[src/rtl/spa_prio_pick.sv]
module spa_prio_pick #(
  parameter int N_MST = 4
) (
  input  logic [N_MST-1:0] req,
  output logic [N_MST-1:0] win_oh,
  output logic             win_valid
);
  // Isolate the lowest set bit: lowest index wins.
  function automatic logic [N_MST-1:0] lowest_set(input logic [N_MST-1:0] r);
    return r & ((~r) + {{(N_MST-1){1'b0}}, 1'b1});
  endfunction

  always_comb begin
    win_oh    = lowest_set(req);
    win_valid = |req;
  end
endmodule

[src/rtl/spa_owner.sv]
module spa_owner #(
  parameter int N_MST = 4
) (
  input  logic             clk,
  input  logic             rst_n,
  input  logic             adv,
  input  logic [N_MST-1:0] win_oh,
  input  logic             win_valid,
  output logic [N_MST-1:0] own_oh,
  output logic             noport_q,
  output logic [N_MST-1:0] dsel_oh
);
  always_ff @(posedge clk or negedge rst_n) begin
    if (!rst_n) begin
      own_oh   <= '0;
      noport_q <= 1'b1;
      dsel_oh  <= '0;
    end else if (adv) begin
      own_oh   <= win_oh;
      noport_q <= ~win_valid;
      dsel_oh  <= own_oh;
    end
  end
endmodule

[src/rtl/spa_sel_mux.sv]
module spa_sel_mux #(
  parameter int N_MST = 4,
  parameter int W     = 32
) (
  input  logic [N_MST-1:0]   sel_oh,
  input  logic [N_MST*W-1:0] din,
  output logic [W-1:0]       dout
);
  logic [W-1:0] masked [N_MST];

  for (genvar i = 0; i < N_MST; i++) begin : g_mask
    assign masked[i] = din[i*W +: W] & {W{sel_oh[i]}};
  end

  always_comb begin
    dout = '0;
    for (int i = 0; i < N_MST; i++) dout = dout | masked[i];
  end
endmodule

[src/rtl/slave_port_arb.sv]
module slave_port_arb #(
  parameter int N_MST  = 4,
  parameter int ADDR_W = 16,
  parameter int DATA_W = 32
) (
  input  logic                    clk,
  input  logic                    rst_n,
  input  logic [N_MST-1:0]        m_req,
  input  logic [N_MST*ADDR_W-1:0] m_addr,
  input  logic [N_MST*2-1:0]      m_trans,
  input  logic [N_MST-1:0]        m_write,
  input  logic [N_MST*DATA_W-1:0] m_wdata,
  input  logic                    s_ready,
  output logic [ADDR_W-1:0]       s_addr,
  output logic [1:0]              s_trans,
  output logic                    s_write,
  output logic [DATA_W-1:0]       s_wdata,
  output logic [N_MST-1:0]        m_grant,
  output logic                    s_noport
);
  localparam int CTL_W = ADDR_W + 3;

  logic [N_MST-1:0]       win_oh;
  logic                   win_valid;
  logic [N_MST-1:0]       own_oh;
  logic [N_MST-1:0]       dsel_oh;
  logic                   noport_q;
  logic                   adv;
  logic [N_MST*CTL_W-1:0] ctl_flat;
  logic [CTL_W-1:0]       ctl_sel;

  // Arbitration point: slave free, or current transfer completing.
  assign adv = noport_q | s_ready;

  spa_prio_pick #(.N_MST(N_MST)) u_pick (
    .req       (m_req),
    .win_oh    (win_oh),
    .win_valid (win_valid)
  );

  spa_owner #(.N_MST(N_MST)) u_owner (
    .clk       (clk),
    .rst_n     (rst_n),
    .adv       (adv),
    .win_oh    (win_oh),
    .win_valid (win_valid),
    .own_oh    (own_oh),
    .noport_q  (noport_q),
    .dsel_oh   (dsel_oh)
  );

  for (genvar i = 0; i < N_MST; i++) begin : g_pack
    assign ctl_flat[i*CTL_W +: CTL_W] =
      {m_addr[i*ADDR_W +: ADDR_W], m_trans[i*2 +: 2], m_write[i]};
  end

  spa_sel_mux #(.N_MST(N_MST), .W(CTL_W)) u_ctl_mux (
    .sel_oh (own_oh),
    .din    (ctl_flat),
    .dout   (ctl_sel)
  );

  spa_sel_mux #(.N_MST(N_MST), .W(DATA_W)) u_wdata_mux (
    .sel_oh (dsel_oh),
    .din    (m_wdata),
    .dout   (s_wdata)
  );

  assign s_addr   = ctl_sel[CTL_W-1 -: ADDR_W];
  assign s_trans  = ctl_sel[2:1];
  assign s_write  = ctl_sel[0];
  assign m_grant  = own_oh;
  assign s_noport = noport_q;
endmodule

[config.mk]
export PLATFORM = sky130hd
export DESIGN_NAME = slave_port_arb
export DESIGN_NICKNAME = d
export VERILOG_FILES = /design/src/rtl/spa_prio_pick.sv /design/src/rtl/spa_owner.sv /design/src/rtl/spa_sel_mux.sv /design/src/rtl/slave_port_arb.sv
export SDC_FILE = /design/constraint.sdc
export NUM_CORES = 1
export LEC_CHECK = 0
export ABC_AREA = 1
export BUFFER_PORTS_ARGS = -buffer_cell sky130_fd_sc_hd__buf_2
export CORE_AREA = 2 2 104 106
export CTS_CLUSTER_DIAMETER = 200
export DETAILED_ROUTE_END_ITERATION = 12
export DIE_AREA = 0 0 106 108
export HOLD_SLACK_MARGIN = 0.05
export SYNTH_ARGS = -nofsm -noshare
export SYNTH_HDL_FRONTEND = slang
export SYNTH_HIERARCHICAL = 1
export SYNTH_SLANG_ARGS = --single-unit
[constraint.sdc]
create_clock -name clk -period 2.1 [get_ports clk]
set_clock_uncertainty 0.2 [all_clocks]
set_input_delay 0.21 -clock clk [delete_from_list [all_inputs] [get_ports clk]]
set_output_delay 0.21 -clock clk [all_outputs]
set_load 0.01 [all_outputs]
==> results.yml <==
routing:
  met2_length_mm: 5.01
  wire_per_inst_um: 11.1
  drt_pass1_iterations: 5
  m1WireLength_mm: 4.58
  top_layer_used: "met4"
  final_antenna_net_count: 0
  first_iter_violations: 204
  dr_wl_met3_um: 593
  routed_wl_mm: 10.3
  vias_per_cell: 3.82
  drc: 0
  routed-via-count: 3544
pwr:
  power_uw: 1340
  p_switching_uw: 609
  pwr-share-clk_pct: 15.3
  swShare_pct: 45.3
  p_comb_share_pct: 69.3
  p_leak_uw: 0.00276
  seqPwrFrac_pct: 15.4
  power_density_nw_per_um2: 352
  ir_drop_v: 0.000186
  p_int_uw: 735
placed_design:
  gp_congestion: 0.912
  placedCellCount: 921
  port_buffers: 266
  pre_cts_ws_ps: 612
  hpwl_mm: 8.44
global_route:
  grt-ovfl-total: 0
  grt_pass1_vias: 3140
  groute.usage.overall_pct: 16.5
  grt_pass1_wl_mm: 15.3
  grt_max_degree: 34
  grt_antenna_before_repair: 0
logic_synthesis:
  synth_cell_types: 14
  ys_seq_area_share_pct: 9.56
  synth_top_area_cell: "nand2_1"
  synthTopCellsByArea: "nand2_1 60%, inv_1 17%, dfrtp_1 8.4%"
  ys_ff_latch: 9
  synth_area_sq_um: 2370
  syn_avg_cell_area_sq_um: 4.46
  netlist.area_leader.share_pct: 59.6
  syn_nets: 742
  yosys_warnings: 6
  synthCells: 531
cts:
  post_cts_buffers: 0
  clk_latency_ps: 230
  hold_buffers: 2
  path_clk_slew_ps: 50
  ctsHtreeMaxLevel: 1
  numCtsBuffers: 3
  cts_tree: "built"
  numClockSinks: 9
  cts-resized-gates: 0
  clk_path_buf_depth: 2
  cts_root_buf: "clkbuf_8"
timing:
  drv_slew: 0
  finalCritPeriodShare_pct: 83.1
  period_needed_ps: 1750
  slew-limit-headroom_pct: 75.0
  fmax_mhz: 573
  tns_ps: 0
  timing.final.ws_setup_ps: 355
  worst_pin_slew_ps: 375
  setup_viol_count_final: 0
  final_hold_viol_count: 0
  rsz0062_at_grt: "no"
setup_path:
  path_max_fanout: 27
  crit_arrival_ps: 1340
  endpoint_kind: "primary output"
  cp.required_ps: 1690
  critical_path_class: "register to primary output"
  cp-start-kind: "register"
outcome:
  outcome: "complete, no violations"
finish:
  finalCoreUtilization_pct: 37.3
  antenna_cells: 0
  syn2layout_area_growth_pct: 60.9
  instances_no_fill: 927
  final_layout_size_suffix_gt1_share_pct: 37.0
  nNetsFinal: 1003
  num-fill-cells: 1235
floorplan:
  core_sq_um: 10200
  rows: 37
  start_util_pct: 23.2
  dieHeight_um: 108
  die_area_sq_um: 11400
  die_w_um: 106
  pin_count: 267
job:
  drv_cap: 0
hold_path:
  hold_class: "primary input to register"
## worst max-delay path, cell delays in order (launching register included)
cell and delay [ps]:
dfrtp_1 500, buf_12 230, nand2_1 90, nand2_1 80, inv_1 40, nand2_1 40
buf_2 120
## Yosys cell counts, drive strengths merged
master	number
buf	22
nor3	1
inv	109
nor2	3
nand3	1
dfrtp	8
nand2	386
dfstp	1
## cell families after synthesis
logic type,count (synthesis),share of synthesized area (%)
buf+inv,131,27.2
flops,9,9.56
simple gates,391,63.2
## state kept, by name (all words and copies together), names as in the netlist
register          flops
u_owner/noport_q      1
u_owner/dsel_oh       4
u_owner/own_oh        4
## power by group through the flow
stage	registers, uW	clock network (uW)	logic [uW]
floorplan	211	0	508
global placement	210	0	932
finish	207	206	931
global route	211	223	1050
CTS	208	212	935
detailed placement	211	0	929
## worst paths after layout
kind | from | endpoint | slack (ps) | depth (start not counted)
worst max-delay path | u_owner/dsel_oh[0] | s_wdata[10] | 350 | 6
worst min-delay path | m_req[1] | u_owner/own_oh[2] | 70 | 4
worst max register to register | u_owner/noport_q | u_owner/own_oh[1] | 760 | 5
worst min register to register | u_owner/noport_q | u_owner/noport_q | 270 | 2
max in group asynchronous | rst_n | u_owner/noport_q | 1270 | 2
min in group asynchronous | rst_n | u_owner/own_oh[3] | 180 | 2
## metrics by stage
| stage | instance area, sq um | hold WS [ps] |
|---|---|---|
| 2_1_floorplan | 2370 | -286 |
| 3_5_place_dp | 3750 | -117 |
| 6_report | 3810 | 72.2 |
| 5_1_grt | 3810 | 101 |
| 4_1_cts | 3810 | 65.6 |
| 3_3_place_gp | 3750 | -117 |
## cells in the final DEF (no fill, tap or decap)
cell	count
clkinv_2	1
dlygate4sd3_1	2
buf_12	3
clkbuf_8	3
buf_2	266
buf_4	7
dfstp_2	1
inv_1	108
dfrtp_1	8
nor3_1	1
nand2_2	10
nor2_1	2
nand2_1	376
inv_2	1
nand3_1	1
nor2_2	1
## routing by layer
layer  up-vias  GRT usage (%)
met4         0           2.07
li1       1988              -
met2       123           29.7
met5         -              0
met3        10           2.47
met1      1423           21.6
## layout make-up
cell class / instances / area, sq um / area share [%]
clock inverters: 1 / 5.00 / 0.131
flip-flops and latches: 9 / 226 / 5.94
repair buffers: 278 / 1460 / 38.4
multi-input cells: 391 / 1500 / 39.3
inverters: 109 / 409 / 10.7
well taps: 136 / 170 / 4.46
clock buffers: 3 / 41.3 / 1.08
(Power assumes the default switching activity.)
